[src/rtl/loop_idx_pkg.sv]
`timescale 1ns/1ps
package loop_idx_pkg;

  typedef enum logic [1:0] {
    PK_INIT  = 2'd0,
    PK_STEP  = 2'd1,
    PK_FINAL = 2'd2,
    PK_RSVD  = 2'd3
  } prm_kind_e;

  function automatic int addr_w(input int n);
    return (n > 1) ? $clog2(n) : 1;
  endfunction

endpackage

[src/rtl/loop_param_store.sv]
`timescale 1ns/1ps
module loop_param_store
  import loop_idx_pkg::*;
#(
  parameter int N_LOOPS = 8,
  parameter int IDX_W   = 16
) (
  input  logic                          clk,
  input  logic                          rst_n,
  input  logic                          wr_en,
  input  logic [addr_w(N_LOOPS)-1:0]    wr_addr,
  input  logic [IDX_W-1:0]              wr_data,
  input  logic [addr_w(N_LOOPS)-1:0]    rd_addr,
  output logic [IDX_W-1:0]              rd_data
);

  localparam int AW    = addr_w(N_LOOPS);
  localparam int DEPTH = 1 << AW;

  logic [IDX_W-1:0] mem_q [DEPTH];

  always_ff @(posedge clk or negedge rst_n) begin
    if (!rst_n) begin
      for (int i = 0; i < DEPTH; i++) mem_q[i] <= '0;
    end else if (wr_en) begin
      mem_q[wr_addr] <= wr_data;
    end
  end

  assign rd_data = mem_q[rd_addr];

  AST_PARAM_WRITE_LANDS: assert property (@(posedge clk) disable iff (!rst_n)
    wr_en |=> mem_q[$past(wr_addr)] == $past(wr_data));

endmodule

[src/rtl/loop_index_store.sv]
`timescale 1ns/1ps
module loop_index_store
  import loop_idx_pkg::*;
#(
  parameter int N_LOOPS   = 8,
  parameter int IDX_W     = 16,
  parameter int BANK_MODE = 1
) (
  input  logic                          clk,
  input  logic                          rst_n,
  input  logic                          wr_en,
  input  logic [addr_w(N_LOOPS)-1:0]    wr_addr,
  input  logic [IDX_W-1:0]              wr_data,
  input  logic [addr_w(N_LOOPS)-1:0]    rd_addr,
  output logic [IDX_W-1:0]              rd_data,
  output logic [N_LOOPS*IDX_W-1:0]      all_data
);

  localparam int AW    = addr_w(N_LOOPS);
  localparam int DEPTH = 1 << AW;

  logic [IDX_W-1:0] mem_q [DEPTH];

  always_ff @(posedge clk or negedge rst_n) begin
    if (!rst_n) begin
      for (int i = 0; i < DEPTH; i++) mem_q[i] <= '0;
    end else if (wr_en) begin
      mem_q[wr_addr] <= wr_data;
    end
  end

  assign rd_data = mem_q[rd_addr];

  generate
    if (BANK_MODE != 0) begin : g_bank
      for (genvar g = 0; g < N_LOOPS; g++) begin : g_out
        assign all_data[g*IDX_W +: IDX_W] = mem_q[g];
      end
    end else begin : g_file
      assign all_data = '0;
    end
  endgenerate

  AST_IDX_WRITE_LANDS: assert property (@(posedge clk) disable iff (!rst_n)
    wr_en |=> mem_q[$past(wr_addr)] == $past(wr_data));

endmodule

[src/rtl/loop_end_flags.sv]
`timescale 1ns/1ps
module loop_end_flags
  import loop_idx_pkg::*;
#(
  parameter int N_LOOPS = 8
) (
  input  logic                                clk,
  input  logic                                rst_n,
  input  logic                                wr_en,
  input  logic [addr_w(N_LOOPS)-1:0]          wr_addr,
  input  logic                                wr_val,
  output logic [(1 << addr_w(N_LOOPS))-1:0]   flags
);

  localparam int AW    = addr_w(N_LOOPS);
  localparam int DEPTH = 1 << AW;

  logic [DEPTH-1:0] sel_mask;
  logic [DEPTH-1:0] flg_d;
  logic [DEPTH-1:0] flg_q;

  generate
    for (genvar g = 0; g < DEPTH; g++) begin : g_dec
      assign sel_mask[g] = (wr_addr == AW'(g));
    end
  endgenerate

  always_comb begin
    flg_d = (flg_q & ~sel_mask) | (sel_mask & {DEPTH{wr_val}});
  end

  always_ff @(posedge clk or negedge rst_n) begin
    if (!rst_n) flg_q <= '0;
    else if (wr_en) flg_q <= flg_d;
  end

  assign flags = flg_q;

  AST_OTHER_FLAGS_KEEP: assert property (@(posedge clk) disable iff (!rst_n)
    wr_en |=> ((flg_q ^ $past(flg_q)) & ~$past(sel_mask)) == '0);

  AST_ONE_FLAG_MOVES: assert property (@(posedge clk) disable iff (!rst_n)
    $countones(flg_q ^ $past(flg_q)) <= 1);

endmodule

[src/rtl/loop_next_calc.sv]
`timescale 1ns/1ps
module loop_next_calc #(
  parameter int IDX_W = 16
) (
  input  logic [IDX_W-1:0] cur_idx,
  input  logic [IDX_W-1:0] step,
  input  logic [IDX_W-1:0] init_val,
  input  logic [IDX_W-1:0] final_val,
  input  logic             at_end,
  input  logic             arm,
  input  logic [IDX_W-1:0] arm_val,
  output logic [IDX_W-1:0] nxt_idx,
  output logic             nxt_is_final
);

  logic [IDX_W-1:0] stepped;
  logic [IDX_W-1:0] advanced;

  always_comb begin
    stepped      = cur_idx + step;
    advanced     = at_end ? init_val : stepped;
    nxt_idx      = arm ? arm_val : advanced;
    nxt_is_final = (nxt_idx == final_val);
  end

endmodule

[src/rtl/loop_index_unit.sv]
`timescale 1ns/1ps
module loop_index_unit
  import loop_idx_pkg::*;
#(
  parameter int N_LOOPS   = 8,
  parameter int IDX_W     = 16,
  parameter int BANK_MODE = 1
) (
  input  logic                          clk,
  input  logic                          rst_n,
  input  logic [addr_w(N_LOOPS)-1:0]    sel_loop,
  input  logic                          bwd_done,
  input  logic                          prm_we,
  input  logic [1:0]                    prm_kind,
  input  logic [addr_w(N_LOOPS)-1:0]    prm_addr,
  input  logic [IDX_W-1:0]              prm_wdata,
  output logic [IDX_W-1:0]              cur_index,
  output logic [N_LOOPS-1:0]            end_flags,
  output logic [N_LOOPS*IDX_W-1:0]      all_index
);

  localparam int AW    = addr_w(N_LOOPS);
  localparam int DEPTH = 1 << AW;

  prm_kind_e        kind;
  logic             we_init, we_step, we_final;
  logic             arm;
  logic             upd_en;
  logic [AW-1:0]    upd_addr;
  logic [AW-1:0]    fin_addr;
  logic [IDX_W-1:0] init_rd, step_rd, fin_rd;
  logic [IDX_W-1:0] nxt_idx;
  logic             nxt_is_final;
  logic [DEPTH-1:0] flags_all;
  logic             at_end;

  assign kind     = prm_kind_e'(prm_kind);
  assign we_init  = prm_we && (kind == PK_INIT);
  assign we_step  = prm_we && (kind == PK_STEP);
  assign we_final = prm_we && (kind == PK_FINAL);

  // start-value write repositions its loop only when no update competes
  assign arm      = we_init && !bwd_done;
  assign upd_en   = bwd_done || arm;
  assign upd_addr = bwd_done ? sel_loop : prm_addr;
  assign fin_addr = arm ? prm_addr : sel_loop;

  loop_param_store #(.N_LOOPS(N_LOOPS), .IDX_W(IDX_W)) u_init (
    .clk(clk), .rst_n(rst_n), .wr_en(we_init), .wr_addr(prm_addr),
    .wr_data(prm_wdata), .rd_addr(sel_loop), .rd_data(init_rd));

  loop_param_store #(.N_LOOPS(N_LOOPS), .IDX_W(IDX_W)) u_step (
    .clk(clk), .rst_n(rst_n), .wr_en(we_step), .wr_addr(prm_addr),
    .wr_data(prm_wdata), .rd_addr(sel_loop), .rd_data(step_rd));

  loop_param_store #(.N_LOOPS(N_LOOPS), .IDX_W(IDX_W)) u_final (
    .clk(clk), .rst_n(rst_n), .wr_en(we_final), .wr_addr(prm_addr),
    .wr_data(prm_wdata), .rd_addr(fin_addr), .rd_data(fin_rd));

  loop_index_store #(.N_LOOPS(N_LOOPS), .IDX_W(IDX_W), .BANK_MODE(BANK_MODE)) u_idx (
    .clk(clk), .rst_n(rst_n), .wr_en(upd_en), .wr_addr(upd_addr),
    .wr_data(nxt_idx), .rd_addr(sel_loop), .rd_data(cur_index),
    .all_data(all_index));

  loop_end_flags #(.N_LOOPS(N_LOOPS)) u_flags (
    .clk(clk), .rst_n(rst_n), .wr_en(upd_en), .wr_addr(upd_addr),
    .wr_val(nxt_is_final), .flags(flags_all));

  assign at_end    = flags_all[sel_loop];
  assign end_flags = flags_all[N_LOOPS-1:0];

  loop_next_calc #(.IDX_W(IDX_W)) u_calc (
    .cur_idx(cur_index), .step(step_rd), .init_val(init_rd),
    .final_val(fin_rd), .at_end(at_end), .arm(arm), .arm_val(prm_wdata),
    .nxt_idx(nxt_idx), .nxt_is_final(nxt_is_final));

  AST_ARM_LOADS: assert property (@(posedge clk) disable iff (!rst_n)
    arm |=> (sel_loop != $past(prm_addr)) || (cur_index == $past(prm_wdata)));

  AST_QUIET_HOLDS_FLAGS: assert property (@(posedge clk) disable iff (!rst_n)
    (!bwd_done && !we_init) |=> flags_all == $past(flags_all));

  AST_QUIET_HOLDS_INDEX: assert property (@(posedge clk) disable iff (!rst_n)
    (!bwd_done && !we_init) |=> (sel_loop != $past(sel_loop)) || (cur_index == $past(cur_index)));

  AST_STEP_ADVANCE: assert property (@(posedge clk) disable iff (!rst_n)
    (bwd_done && !at_end) |=> (sel_loop != $past(sel_loop)) || (cur_index == $past(cur_index + step_rd)));

  AST_FLAG_TRACKS_FINAL: assert property (@(posedge clk) disable iff (!rst_n)
    (bwd_done && !prm_we) |=> (sel_loop != $past(sel_loop)) || arm
                              || (flags_all[sel_loop] == (cur_index == fin_rd)));

  AST_WRAP_RELOADS: assert property (@(posedge clk) disable iff (!rst_n)
    (bwd_done && at_end) |=> (sel_loop != $past(sel_loop)) || (cur_index == $past(init_rd)));

endmodule

[config.mk]
export PLATFORM = sky130hd
export DESIGN_NAME = loop_index_unit
export DESIGN_NICKNAME = d
export VERILOG_FILES = /design/src/rtl/loop_idx_pkg.sv /design/src/rtl/loop_param_store.sv /design/src/rtl/loop_index_store.sv /design/src/rtl/loop_end_flags.sv /design/src/rtl/loop_next_calc.sv /design/src/rtl/loop_index_unit.sv
export SDC_FILE = /design/constraint.sdc
export NUM_CORES = 1
export LEC_CHECK = 0
export BUFFER_PORTS_ARGS = -buffer_cell sky130_fd_sc_hd__buf_2
export CORE_ASPECT_RATIO = 0.9
export CORE_UTILIZATION = 34
export DETAILED_ROUTE_END_ITERATION = 8
export GPL_ROUTABILITY_DRIVEN = 0
export HOLD_SLACK_MARGIN = 0.06
export PLACE_DENSITY = 0.52
export SETUP_SLACK_MARGIN = 0.15
export SLEW_MARGIN = 15
export SYNTH_ARGS = -nofsm -noshare
export SYNTH_HDL_FRONTEND = slang
export SYNTH_SLANG_ARGS = --single-unit
[constraint.sdc]
create_clock -name clk -period 3.9 [get_ports clk]
set_input_delay 0.585 -clock clk [delete_from_list [all_inputs] [get_ports clk]]
set_output_delay 0.585 -clock clk [all_outputs]
set_load 0.05 [all_outputs]
==> results_dict.tcl <==
set metrics [dict create \
    cts-root-buf "clkbuf_16" \
    cts_max_level 2 \
    skew_ns 0.0286 \
    hold_ws_ns 0.498 \
    cts_tree "built" \
    setup_viol_count_final 0 \
    synth_ff_type "dfrtp_1" \
    tightest_slew_ns 1.16 \
    dieArea_um2 74500 \
    maxCapViolCount 0 \
    grt_first_pass_wirelength_um 117000 \
    internal-power_uw 13600 \
    ys_seq_elements 520 \
    max_freq_ghz 0.262 \
    cp_slowest_stage_delay_ns 0.50 \
    cp-end-kind "flip-flop" \
    power_density_nw_per_um2 725 \
    dpl.cell_count 3133 \
    synth.area.top_cells "dfrtp_1 52%, mux2_2 21%, mux4_2 8.4%" \
    postRouteAntennaNets 0 \
    post_layout_nonfiller_instances 3268 \
    route.detailed.drc 0 \
    grt_remaining_overflow 0 \
    antenna_found_initial 0 \
    p_comb_share_pct 41.4 \
    critPathSlowestCell "mux4_2" \
    drt_iter0_markers 1049 \
    cts.path.max_buffers 3 \
    startpoint_type "flip-flop" \
    fin_crit_sh_pct 98.0 \
    arrival_ns 4.34 \
    seqPwrFrac_pct 34.5 \
    grt_pass1_vias 17900 \
    ys_warn_count 0 \
    hp-class "flip-flop to flip-flop" \
    clkSinkCount 520 \
    irDropWorstVdd_uv 384 \
    finalHoldViolCount 0 \
    area_delta_synth_final_pct 24.2 \
    start_util_pct 34.6 \
    synth_area_um2 24900 \
    use_met2_pct 32.1 \
    total_power_uw 22500 \
    required_ns 4.42 \
    gr-usage-met3_pct 3.84 \
    swShare_pct 39.4 \
    path_cells "mux4_2, nand2_4, nand2_8, ha_4, fa_2, a211oi_4, o21bai_1, a21oi_2, nor3_1, a31o_2, o31a_1, xnor2_1, nor4_2, buf_4, nand3_4, o31ai_4" \
    synth.avg_cell_area_um2 12.9 \
    drive_above_1_share_pct 50.6 \
    rows 93 \
    synth_nets 1971 \
    insertion_delay_ns 0.61 \
    wl_per_cell_um 23.3 \
    yosysTopAreaCell "dfrtp_1" \
    drt-total-wl_um 76200 \
    hpwl_um 52600 \
    cp_top_family "compound AO/OA/AOI/OAI gates" \
    synth_edf_count 0 \
    rsz0062_at_grt "true" \
    synthCells 1927 \
    die_w_um 288 \
    viasPerCell 5.32 \
    outcome "complete, no violations" \
    vias 17400 \
    crit_buf_inv 1 \
    ios 180 \
    synth_top_cell_area_share_pct 52.2 \
    die_h_um 259 \
    path_clk_slew_ns 0.06 \
    grt_max_degree 115 \
    crit_fanout 8 \
    synthArstFlopShare_pct 100 \
    cts_inserted_buffers 57 \
    synth_seq_area_share_pct 52.2 \
    relSlewSlack_pct 22.8 \
    gr-usage-all-layers_pct 20.7 \
    io_buffers 179 \
    synth.distinct_cells 68 \
    p_switching_uw 8850 \
    p_leak_uw 0.0141 \
    fin_ws_ns 0.0773 \
    clock_power_share_pct 24.1 \
    core-area_um2 72000 \
    firstDrtPassIters 5 \
    grtUsageMet1_pct 29.9 \
    fin_util_pct 43.0 \
    worst-setup-path-type "flip-flop to flip-flop" \
    nNetsFinal 2315 \
    drv_slew 0 \
    post-place-ws_ns -0.907 \
    fin_crit_ns 3.82 \
    grt.busiest_layer "met2" \
]
==> power groups by stage <==
stage                     Sequential, µW  Clock (µW)  Combinational, µW
after detailed placement            7870           0               8880
after global placement              7820           0               8780
after CTS                           7740        5580               9260
final                               7760        5420               9290
after global routing                7920        5810               9840
after floorplan                     9740           0               3980
==> routing by layer <==
layer / vias to the layer above / wire [µm]
li1: 7690 / -
met1: 9060 / 35800
met2: 527 / 34500
met3: 97 / 4540
met4: 0 / 1340
met5: - / 0
==> layout make-up <==
cell class | count | area [µm²]
clock buffer | 91 | 1770
timing repair buffer | 430 | 3090
inverter | 11 | 41.3
sequential | 520 | 13000
multi-input combinational | 1251 | 11800
tap | 950 | 1190
clock inverter | 13 | 124
fill | 6672 | 41000
antenna | 2 | 5.00
==> cell families after synthesis <==
family | synth area share, %
xor gates and xnor gates | 0.843
DFF | 52.2
adders and majority gates | 0.833
buffers and inverters | 2.70
and+or+nand+nor | 7.56
muxes | 31.3
AOI/OAI and AO/OA | 4.62
==> sequential cells by signal, indices dropped and copies added, names as in the netlist, named ones only <==
signal          count
u_final.mem_q     128
u_idx.all_data    128
u_step.mem_q      128
u_init.mem_q      128
==> worst register-to-register path, stage by stage (launching register included) <==
cell and delay (ns):
dfrtp_1 0.39, mux4_2 0.50, nand2_4 0.11, nand2_8 0.06, ha_4 0.16, fa_2 0.36, a211oi_4 0.34, o21bai_1 0.12
a21oi_2 0.23, nor3_1 0.07, a31o_2 0.21, o31a_1 0.26, xnor2_1 0.14, nor4_2 0.19, buf_4 0.18, nand3_4 0.14
o31ai_4 0.28
==> path summary, 6_finish.rpt <==
check / startpoint / slack (ns) / cells past startpoint / to
max: u_idx.all_data[112] / 0.08 / 16 / flip-flop
min: u_init.mem_q[113] / 0.50 / 1 / u_init.mem_q[113]
max reg2reg: u_idx.all_data[112] / 0.08 / 16 / flip-flop
min reg2reg: u_init.mem_q[113] / 0.50 / 1 / u_init.mem_q[113]
max in group asynchronous: rst_n / 2.10 / 3 / u_step.mem_q[30]
min in group asynchronous: rst_n / 0.61 / 2 / u_idx.all_data[34]
==> per-stage QoR <==
stage          instance area [µm²]  setup TNS, ns
5_1_grt                      31000         -0.757
6_report                     31000              0
3_3_place_gp                 28700         -16.47
2_1_floorplan                25500         -21.34
3_5_place_dp                 28700         -18.26
4_1_cts                      30900              0
==> cell usage in the layout (no fill, tap or decap), types with 11 or more instances in the layout <==
cell and n:
nand2_2 11, mux2_2 467, mux2i_1 31, nand3_1 29
mux4_2 93, buf_2 176, clkbuf_16 60, a21oi_1 28
o31ai_1 14, buf_12 21, and3_1 12, nor2_1 66
xnor2_1 14, buf_4 228, clkbuf_1 15, nand2_1 232
dfrtp_1 520, clkbuf_8 17, o21ai_0 37
==> Yosys cell counts, types with 12 or more instances <==
library cell  instances
nand3_1              30
o21ai_0              47
xnor2_1              17
clkbuf_1            108
a21oi_1              36
nand2_1             254
and3_1               12
ha_1                 15
dfrtp_1             520
nor2_1               68
mux2_2              474
o31ai_1              16
mux2i_1              34
buf_2                14
mux4_2               93
nor3_1               15
==> repair_timing <==
item                                    4_1_cts  5_1_grt
gates cloned                                  0        0
hold buffers                                  1        0
buffers inserted                             23        5
endpoints found under the hold margin        78        0
pin swaps                                    18        7
resized for setup                            21        7
endpoints found under the setup margin        8       11
Note: power is estimated with default switching activity, not from simulation.
